===== src/rtl/mc_pkg.sv =====
package mc_pkg;
  localparam int XLEN   = 32;
  localparam int NREG   = 32;
  localparam int RIDX_W = $clog2(NREG);
  localparam int OP_W   = 6;
  localparam int FN_W   = 6;
  localparam int IMM_W  = 16;

  localparam logic [OP_W-1:0] OP_REG   = 6'h00;
  localparam logic [OP_W-1:0] OP_LOAD  = 6'h23;
  localparam logic [OP_W-1:0] OP_STORE = 6'h2b;
  localparam logic [OP_W-1:0] OP_BEQ   = 6'h04;

  localparam logic [FN_W-1:0] FN_ADD = 6'h20;
  localparam logic [FN_W-1:0] FN_SUB = 6'h22;
  localparam logic [FN_W-1:0] FN_AND = 6'h24;
  localparam logic [FN_W-1:0] FN_OR  = 6'h25;
  localparam logic [FN_W-1:0] FN_SLT = 6'h2a;

  typedef enum logic [2:0] {ST_FETCH, ST_DECODE, ST_EXEC, ST_MEM, ST_WB} step_t;
  typedef enum logic [2:0] {ALU_ADD, ALU_SUB, ALU_AND, ALU_OR, ALU_SLT} alu_op_t;
  typedef enum logic [2:0] {K_ARITH, K_LOAD, K_STORE, K_BRANCH, K_BAD} ikind_t;
  typedef enum logic [1:0] {OPB_REG, OPB_FOUR, OPB_IMM} opb_sel_t;

  function automatic logic fn_known(logic [FN_W-1:0] fn);
    return (fn == FN_ADD) || (fn == FN_SUB) || (fn == FN_AND) ||
           (fn == FN_OR)  || (fn == FN_SLT);
  endfunction

  function automatic ikind_t classify(logic [OP_W-1:0] op, logic [FN_W-1:0] fn,
                                      logic [4:0] shamt);
    case (op)
      OP_REG:   return (fn_known(fn) && shamt == '0) ? K_ARITH : K_BAD;
      OP_LOAD:  return K_LOAD;
      OP_STORE: return K_STORE;
      OP_BEQ:   return K_BRANCH;
      default:  return K_BAD;
    endcase
  endfunction

  function automatic alu_op_t fn_to_op(logic [FN_W-1:0] fn);
    case (fn)
      FN_SUB:  return ALU_SUB;
      FN_AND:  return ALU_AND;
      FN_OR:   return ALU_OR;
      FN_SLT:  return ALU_SLT;
      default: return ALU_ADD;
    endcase
  endfunction
endpackage


===== src/rtl/mc_regfile.sv =====
module mc_regfile #(
  parameter int W    = 32,
  parameter int NREG = 32,
  localparam int AW  = $clog2(NREG)
) (
  input  logic          clk,
  input  logic [AW-1:0] ra_addr,
  output logic [W-1:0]  ra_data,
  input  logic [AW-1:0] rb_addr,
  output logic [W-1:0]  rb_data,
  input  logic          wr_en,
  input  logic [AW-1:0] wr_addr,
  input  logic [W-1:0]  wr_data
);
  // Storage array carries no reset; entry 0 is never written.
  logic [W-1:0] cells [NREG];

  always_ff @(posedge clk) begin
    if (wr_en && (wr_addr != '0)) cells[wr_addr] <= wr_data;
  end

  assign ra_data = (ra_addr == '0) ? '0 : cells[ra_addr];
  assign rb_data = (rb_addr == '0) ? '0 : cells[rb_addr];
endmodule


===== src/rtl/mc_alu.sv =====
module mc_alu
  import mc_pkg::*;
#(
  parameter int W = 32
) (
  input  logic [W-1:0] opa,
  input  logic [W-1:0] opb,
  input  alu_op_t      op,
  output logic [W-1:0] y,
  output logic         is_zero
);
  always_comb begin
    case (op)
      ALU_SUB: y = opa - opb;
      ALU_AND: y = opa & opb;
      ALU_OR:  y = opa | opb;
      ALU_SLT: y = {{(W-1){1'b0}}, ($signed(opa) < $signed(opb))};
      default: y = opa + opb;
    endcase
  end
  assign is_zero = (y == '0);
endmodule


===== src/rtl/mc_ctrl.sv =====
module mc_ctrl
  import mc_pkg::*;
(
  input  logic            clk,
  input  logic            rst_n,
  input  logic [OP_W-1:0] op,
  input  logic [FN_W-1:0] fn,
  input  logic [4:0]      shamt,
  input  logic            imem_ack,
  input  logic            dmem_ack,
  input  logic            alu_zero,
  output logic            imem_req,
  output logic            dmem_req,
  output logic            dmem_we,
  output logic            ir_en,
  output logic            pc_en,
  output logic            pc_from_latch,
  output logic            ab_en,
  output logic            res_en,
  output logic            mdr_en,
  output logic            rf_we,
  output logic            rf_dst_rd,
  output logic            rf_from_mdr,
  output logic            opa_is_pc,
  output opb_sel_t        opb_sel,
  output alu_op_t         alu_op
);
  step_t  step_q, step_d;
  ikind_t kind;

  assign kind = classify(op, fn, shamt);

  always_comb begin
    step_d = step_q;
    imem_req = 1'b0; dmem_req = 1'b0; dmem_we = 1'b0;
    ir_en = 1'b0; pc_en = 1'b0; pc_from_latch = 1'b0;
    ab_en = 1'b0; res_en = 1'b0; mdr_en = 1'b0;
    rf_we = 1'b0; rf_dst_rd = 1'b0; rf_from_mdr = 1'b0;
    opa_is_pc = 1'b0; opb_sel = OPB_REG; alu_op = ALU_ADD;
    case (step_q)
      ST_FETCH: begin
        imem_req = 1'b1; opa_is_pc = 1'b1; opb_sel = OPB_FOUR;
        if (imem_ack) begin
          ir_en = 1'b1; pc_en = 1'b1; step_d = ST_DECODE;
        end
      end
      ST_DECODE: begin
        // Branch target formed before the opcode is known.
        ab_en = 1'b1; res_en = 1'b1; opa_is_pc = 1'b1; opb_sel = OPB_IMM;
        step_d = (kind == K_BAD) ? ST_FETCH : ST_EXEC;
      end
      ST_EXEC: begin
        step_d = ST_MEM;
        case (kind)
          K_LOAD, K_STORE: begin opb_sel = OPB_IMM; res_en = 1'b1; end
          K_ARITH:         begin alu_op = fn_to_op(fn); res_en = 1'b1; end
          K_BRANCH: begin
            alu_op = ALU_SUB; step_d = ST_FETCH;
            if (alu_zero) begin pc_en = 1'b1; pc_from_latch = 1'b1; end
          end
          default: step_d = ST_FETCH;
        endcase
      end
      ST_MEM: begin
        if (kind == K_ARITH) begin
          rf_we = 1'b1; rf_dst_rd = 1'b1; step_d = ST_FETCH;
        end else begin
          dmem_req = 1'b1; dmem_we = (kind == K_STORE);
          if (dmem_ack) begin
            mdr_en = (kind == K_LOAD);
            step_d = (kind == K_LOAD) ? ST_WB : ST_FETCH;
          end
        end
      end
      ST_WB: begin
        rf_we = 1'b1; rf_from_mdr = 1'b1; step_d = ST_FETCH;
      end
      default: step_d = ST_FETCH;
    endcase
  end

  always_ff @(posedge clk or negedge rst_n) begin
    if (!rst_n) step_q <= ST_FETCH;
    else        step_q <= step_d;
  end

  p_one_port_r10: assert property (@(posedge clk) disable iff (!rst_n)
    !(imem_req && dmem_req));
  p_dreq_in_mem_r10: assert property (@(posedge clk) disable iff (!rst_n)
    dmem_req |-> (step_q == ST_MEM) && (kind == K_LOAD || kind == K_STORE));
  p_branch_ends_r6: assert property (@(posedge clk) disable iff (!rst_n)
    (step_q == ST_EXEC && kind == K_BRANCH) |=> step_q == ST_FETCH);
  p_bad_returns_r8: assert property (@(posedge clk) disable iff (!rst_n)
    (step_q == ST_DECODE && kind == K_BAD) |=> step_q == ST_FETCH && !rf_we && !dmem_req);
  p_fetch_waits_r9: assert property (@(posedge clk) disable iff (!rst_n)
    (step_q == ST_FETCH && !imem_ack) |=> step_q == ST_FETCH);
endmodule


===== src/rtl/mc_core.sv =====
module mc_core
  import mc_pkg::*;
#(
  parameter logic [XLEN-1:0] RESET_PC = '0
) (
  input  logic            clk,
  input  logic            rst_n,
  output logic            imem_req,
  output logic [XLEN-1:0] imem_addr,
  input  logic            imem_ack,
  input  logic [XLEN-1:0] imem_rdata,
  output logic            dmem_req,
  output logic            dmem_we,
  output logic [XLEN-1:0] dmem_addr,
  output logic [XLEN-1:0] dmem_wdata,
  input  logic            dmem_ack,
  input  logic [XLEN-1:0] dmem_rdata
);
  logic rst_meta, rst_sync;
  always_ff @(posedge clk or negedge rst_n) begin
    if (!rst_n) {rst_sync, rst_meta} <= 2'b00;
    else        {rst_sync, rst_meta} <= {rst_meta, 1'b1};
  end

  logic [XLEN-1:0] pc_q, ir_q, a_q, b_q, res_q, mdr_q;
  logic [XLEN-1:0] rf_a, rf_b, imm_x, opa, opb, alu_y, wb_data;
  logic [RIDX_W-1:0] wb_addr;
  logic ir_en, pc_en, pc_from_latch, ab_en, res_en, mdr_en;
  logic rf_we, rf_dst_rd, rf_from_mdr, opa_is_pc, alu_zero;
  opb_sel_t opb_sel;
  alu_op_t  alu_op;

  assign imm_x = {{(XLEN-IMM_W){ir_q[IMM_W-1]}}, ir_q[IMM_W-1:0]};

  mc_ctrl u_ctrl (
    .clk(clk), .rst_n(rst_sync),
    .op(ir_q[31:26]), .fn(ir_q[5:0]), .shamt(ir_q[10:6]),
    .imem_ack(imem_ack), .dmem_ack(dmem_ack), .alu_zero(alu_zero),
    .imem_req(imem_req), .dmem_req(dmem_req), .dmem_we(dmem_we),
    .ir_en(ir_en), .pc_en(pc_en), .pc_from_latch(pc_from_latch),
    .ab_en(ab_en), .res_en(res_en), .mdr_en(mdr_en),
    .rf_we(rf_we), .rf_dst_rd(rf_dst_rd), .rf_from_mdr(rf_from_mdr),
    .opa_is_pc(opa_is_pc), .opb_sel(opb_sel), .alu_op(alu_op)
  );

  always_comb begin
    opa = opa_is_pc ? pc_q : a_q;
    case (opb_sel)
      OPB_FOUR: opb = XLEN'(4);
      OPB_IMM:  opb = imm_x;
      default:  opb = b_q;
    endcase
  end

  mc_alu #(.W(XLEN)) u_alu (
    .opa(opa), .opb(opb), .op(alu_op), .y(alu_y), .is_zero(alu_zero)
  );

  assign wb_addr = rf_dst_rd ? ir_q[15:11] : ir_q[20:16];
  assign wb_data = rf_from_mdr ? mdr_q : res_q;

  mc_regfile #(.W(XLEN), .NREG(NREG)) u_rf (
    .clk(clk),
    .ra_addr(ir_q[25:21]), .ra_data(rf_a),
    .rb_addr(ir_q[20:16]), .rb_data(rf_b),
    .wr_en(rf_we), .wr_addr(wb_addr), .wr_data(wb_data)
  );

  always_ff @(posedge clk or negedge rst_sync) begin
    if (!rst_sync) begin
      pc_q <= RESET_PC; ir_q <= '0; a_q <= '0; b_q <= '0; res_q <= '0; mdr_q <= '0;
    end else begin
      if (pc_en)  pc_q  <= pc_from_latch ? res_q : alu_y;
      if (ir_en)  ir_q  <= imem_rdata;
      if (ab_en)  begin a_q <= rf_a; b_q <= rf_b; end
      if (res_en) res_q <= alu_y;
      if (mdr_en) mdr_q <= dmem_rdata;
    end
  end

  assign imem_addr  = pc_q;
  assign dmem_addr  = res_q;
  assign dmem_wdata = b_q;

  p_pc_step_r2: assert property (@(posedge clk) disable iff (!rst_sync)
    (imem_req && imem_ack) |=> pc_q == $past(pc_q) + XLEN'(4));
  p_imem_hold_r9: assert property (@(posedge clk) disable iff (!rst_sync)
    (imem_req && !imem_ack) |=> imem_req && $stable(imem_addr));
  p_dmem_hold_r9: assert property (@(posedge clk) disable iff (!rst_sync)
    (dmem_req && !dmem_ack) |=> dmem_req && $stable(dmem_addr) &&
                               $stable(dmem_wdata) && $stable(dmem_we));
  p_no_dreq_in_reset_r1: assert property (@(posedge clk) !rst_sync |-> !dmem_req);
endmodule


===== config.mk =====
export PLATFORM = sky130hd
export DESIGN_NAME = mc_core
export DESIGN_NICKNAME = d
export VERILOG_FILES = /design/src/rtl/mc_pkg.sv /design/src/rtl/mc_regfile.sv /design/src/rtl/mc_alu.sv /design/src/rtl/mc_ctrl.sv /design/src/rtl/mc_core.sv
export SDC_FILE = /design/constraint.sdc
export NUM_CORES = 2
export LEC_CHECK = 0
export ABC_CLOCK_PERIOD_IN_PS = 16400
export BUFFER_PORTS_ARGS = -buffer_cell sky130_fd_sc_hd__buf_2
export CAP_MARGIN = 0
export CORE_ASPECT_RATIO = 0.5
export CORE_MARGIN = 2
export CORE_UTILIZATION = 35
export CTS_CLUSTER_SIZE = 30
export DETAILED_ROUTE_END_ITERATION = 8
export HOLD_SLACK_MARGIN = 0.03
export SLEW_MARGIN = 30
export SYNTH_ARGS = -nofsm -noshare
export SYNTH_HDL_FRONTEND = slang
export SYNTH_SLANG_ARGS = --single-unit

===== constraint.sdc =====
create_clock -name clk -period 16.4 [get_ports clk]
set_clock_uncertainty 0.15 [all_clocks]
set_input_delay 1.64 -clock clk [delete_from_list [all_inputs] [get_ports clk]]
set_output_delay 1.64 -clock clk [all_outputs]
set_load 0.01 [all_outputs]

==> metrics.csv <==
metric,value,unit
r2r_setup_slack,8.97,ns
power_density,169,nW/um2
hp-start,rst_meta$_DFF_PN0_,
min_period_over_period,0.453,
layout-drive-gt1-share,0.233,
worstPathMaxFanout,57,
status,finished clean,
hold_class,flip-flop to flip-flop,
wl_met3,24300,um
nFillCells,15800,
ys_ff_latch,1221,
cts_tree,built,
final_util,0.398,
drv_cap,0,
die_h,300,um
syn_area_per_cell,14.2,um2
setup_viol,0,
ios,167,
ctsResizeCount,0,
drt_wl_total,213000,um
die-area,179000,um2
slew_headroom,0.217,
cpPeakStageDelay,0.93,ns
hold_violations,0,
postCtsHoldBufs,0,
vias,42000,
setup_ws,8.97,ns
hold_ws,0.204,ns
synth_warnings,0,
numCtsBuffers,120,
area_delta_synth_final,12.7,%
cts.sinks,1221,
required,16.90,ns
layout.nets,4589,
holdPathEnd,rst_sync$_DFF_PN0_,
place_ws,9.12,ns
slew_viol_final,0,
leakagePower,23.5,nW
crit_chain,nor3_1 -> inv_1 -> ha_2 -> o21ai_0 -> ha_1 -> fa_1 -> nor2_1 -> o221ai_1 -> a21oi_1 -> o21ai_0 -> o21ai_0 -> nand4_1 -> a31oi_1 -> and3_1 -> nand4_1 -> nor4_2 -> and4_4 -> nand2_1 -> a31oi_1,
async_reset_ff_frac,0.161,
syn_inst,4314,
routabilityCongestion,0.894,
critPathBufInv,1,
cp_common_cell,o21ai_0,
met1_length,85900,um
io_buffers,166,
met2_length,96500,um
die_w,596,um
ant_nets,0,
path_class,flip-flop to flip-flop,
worst_setup_path_end_kind,flip-flop,
clkLatencyLatePin,0.76,ns
std_cell_rows,108,
gr-total-overflow,0,
highest_layer,met5,
cts_max_level,3,
final_cell_area,69000,um2
hpwl,129000,um
path_clk_slew,0.06,ns
routedWlPerCell,31.2,um
cts_setup_buffers,0,
dpl-instance-area,65000,um2
cp.arrival,7.93,ns
root_buffer,clkbuf_16,
tightestPinTransition,1.18,ns
start_util,0.353,
synth_area,61300,um2
ys_types,91,
worstReg2RegStart,u_ctrl.step_q[0]$_DFFE_PN0P_,
r2r_cells,19,
firstDrtPassIters,6,
cts_buffer_depth,3,
synth_edf_count,1024,
synthFlopType,edfxtp_1,
slowest_stage,ha_2,
rsz0062_at_grt,no,
drcViolationCount,0,
fin_tns_setup,0,ns
fin_crit,7.43,ns
antenna_found_initial,14,
grt_use_total,0.235,
fmax,0.135,GHz
critPathLaunchType,flip-flop,
cp_top_family,simple AND/OR/NAND/NOR gates,
drtIter0Drc,5816,
ys_seq_area_frac,0.583,
grt_pass1_wl,303000,um
whs_path_depth,0,
max-vdd-ir-drop,101,uV
core,174000,um2
grt_pass1_vias,41400,
grt_max_degree,145,
via_per_inst,6.15,
r2r_end,imem_addr[28]$_DFFE_PN0P_,
cells in the mapped netlist (all sizes together), types with 10 or more instances:
cell | number | area (um2)
a21o | 19 | 143
nor4 | 10 | 83.8
o21a | 13 | 97.6
mux2i | 234 | 2340
o221ai | 99 | 867
o21bai | 10 | 75.1
a221oi | 10 | 87.6
inv | 108 | 405
nand2 | 406 | 1520
nor2b | 39 | 244
nor3 | 53 | 265
buf | 84 | 375
dfrtp | 197 | 4930
clkbuf | 221 | 830
edfxtp | 1024 | 30700
a31oi | 15 | 93.8
o21ai | 190 | 955
ha | 98 | 1230
nand2b | 16 | 100
nor2 | 340 | 1280
nand3 | 18 | 90.1
o22ai | 101 | 632
mux4 | 430 | 9680
nand4 | 11 | 68.8
a21oi | 279 | 1400
a221o | 10 | 100
or2 | 11 | 71.3
o31ai | 30 | 225
a211oi | 10 | 92.6
mux2 | 97 | 1090
worst max-delay path by stage:
stage	startpoint	to	cells after the start
after floorplan	rst_sync$_DFF_PN0_	a_q[0]$_DFFE_PN0N_	0
after global placement	ir_q[28]$_DFFE_PN0P_	imem_addr[28]$_DFFE_PN0P_	22
after detailed placement	ir_q[28]$_DFFE_PN0P_	imem_addr[28]$_DFFE_PN0P_	22
after CTS	ir_q[28]$_DFFE_PN0P_	imem_addr[28]$_DFFE_PN0P_	22
after global routing	u_ctrl.step_q[0]$_DFFE_PN0P_	imem_addr[28]$_DFFE_PN0P_	19
final	u_ctrl.step_q[0]$_DFFE_PN0P_	imem_addr[28]$_DFFE_PN0P_	19
cell type report:
cell class / count / area [um2] / area share
diodes: 3 / 7.51 / 0.000109
clock buffers: 156 / 3270 / 0.0474
clock inverters: 70 / 659 / 0.00955
inverters: 109 / 414 / 0.00600
multi-input cells: 2710 / 24500 / 0.354
flip-flops and latches: 1221 / 35700 / 0.517
well taps: 2310 / 2890 / 0.0419
repair buffers: 259 / 1620 / 0.0234
power breakdown:
part / switching [mW] / leakage (nW) / internal (mW)
logic: 2.94 / 9.99 / 1.58
registers: 0.441 / 11.6 / 3.94
clock network: 1.21 / 1.93 / 1.58
total: 4.59 / 23.5 / 7.09
routing by layer:
| metal | GRT usage | vias to the layer above |
|---|---|---|
| met2 | 0.362 | 2522 |
| met1 | 0.326 | 21900 |
| li1 | - | 17200 |
| met3 | 0.0578 | 383 |
| met5 | 0 | - |
| met4 | 0.0760 | 2 |
sequential cells by signal, indices dropped and copies added, names as in the netlist:
signal	cells
a_q	32
dmem_addr	32
dmem_wdata	32
imem_addr	32
ir_q	32
mdr_q	32
rst_meta	1
rst_sync	1
u_ctrl.step_q	3
u_rf.cells	1024
layout by cell type, fill, tap and decap left out, drive strengths merged, types with 7 or more instances in the layout:
cell type and instances:
nor2 340, ha 98, nor2b 39, buf 259
o21a 13, dfrtp 197, a211oi 10, and4 7
mux4 430, a221o 10, a21o 19, edfxtp 1024
nand4 11, nand2 406, a221oi 10, o221ai 99
o31ai 30, bufinv 11, nand2b 16, nand3 18
o21bai 10, nor3b 8, o211ai 9, mux2i 234
o21ai 190, or2 11, clkbuf 156, nor4 10
inv 111, a31oi 15, conb 33, a21oi 279
nor3 53, mux2 97, clkinv 54, o22ai 101
worst reg2reg max path, stage by stage, from the launching register on:
cell and delay [ns]:
dfrtp_1 0.50, nor3_1 0.65, inv_1 0.11, ha_2 0.93, o21ai_0 0.33, ha_1 0.32
fa_1 0.48, nor2_1 0.16, o221ai_1 0.18, a21oi_1 0.36, o21ai_0 0.32, o21ai_0 0.68
nand4_1 0.19, a31oi_1 0.32, and3_1 0.21, nand4_1 0.12, nor4_2 0.32, and4_4 0.70
nand2_1 0.11, a31oi_1 0.18
cell families (layout without fill, tap and decap cells):
group	count (synthesis)	after routing	synth area share
buffers and inverters	414	594	0.0264
adder cells (fa/ha/maj)	100	100	0.0207
multiplexers	761	761	0.214
other	2	36	0.000123
flip-flops	1221	1221	0.583
XOR/XNOR	1	1	0.000143
AO/OA/AOI/OAI	856	856	0.0879
AND/OR/NAND/NOR	959	959	0.0681
stage by stage:
stage               std cells  power (mW)
CTS                      6832        11.6
global route             6835        12.2
detailed placement       6606        8.82
finish                   6838        11.7
floorplan                4345        7.07
global placement         6606        8.78
Power figures use the tool's default switching activity.
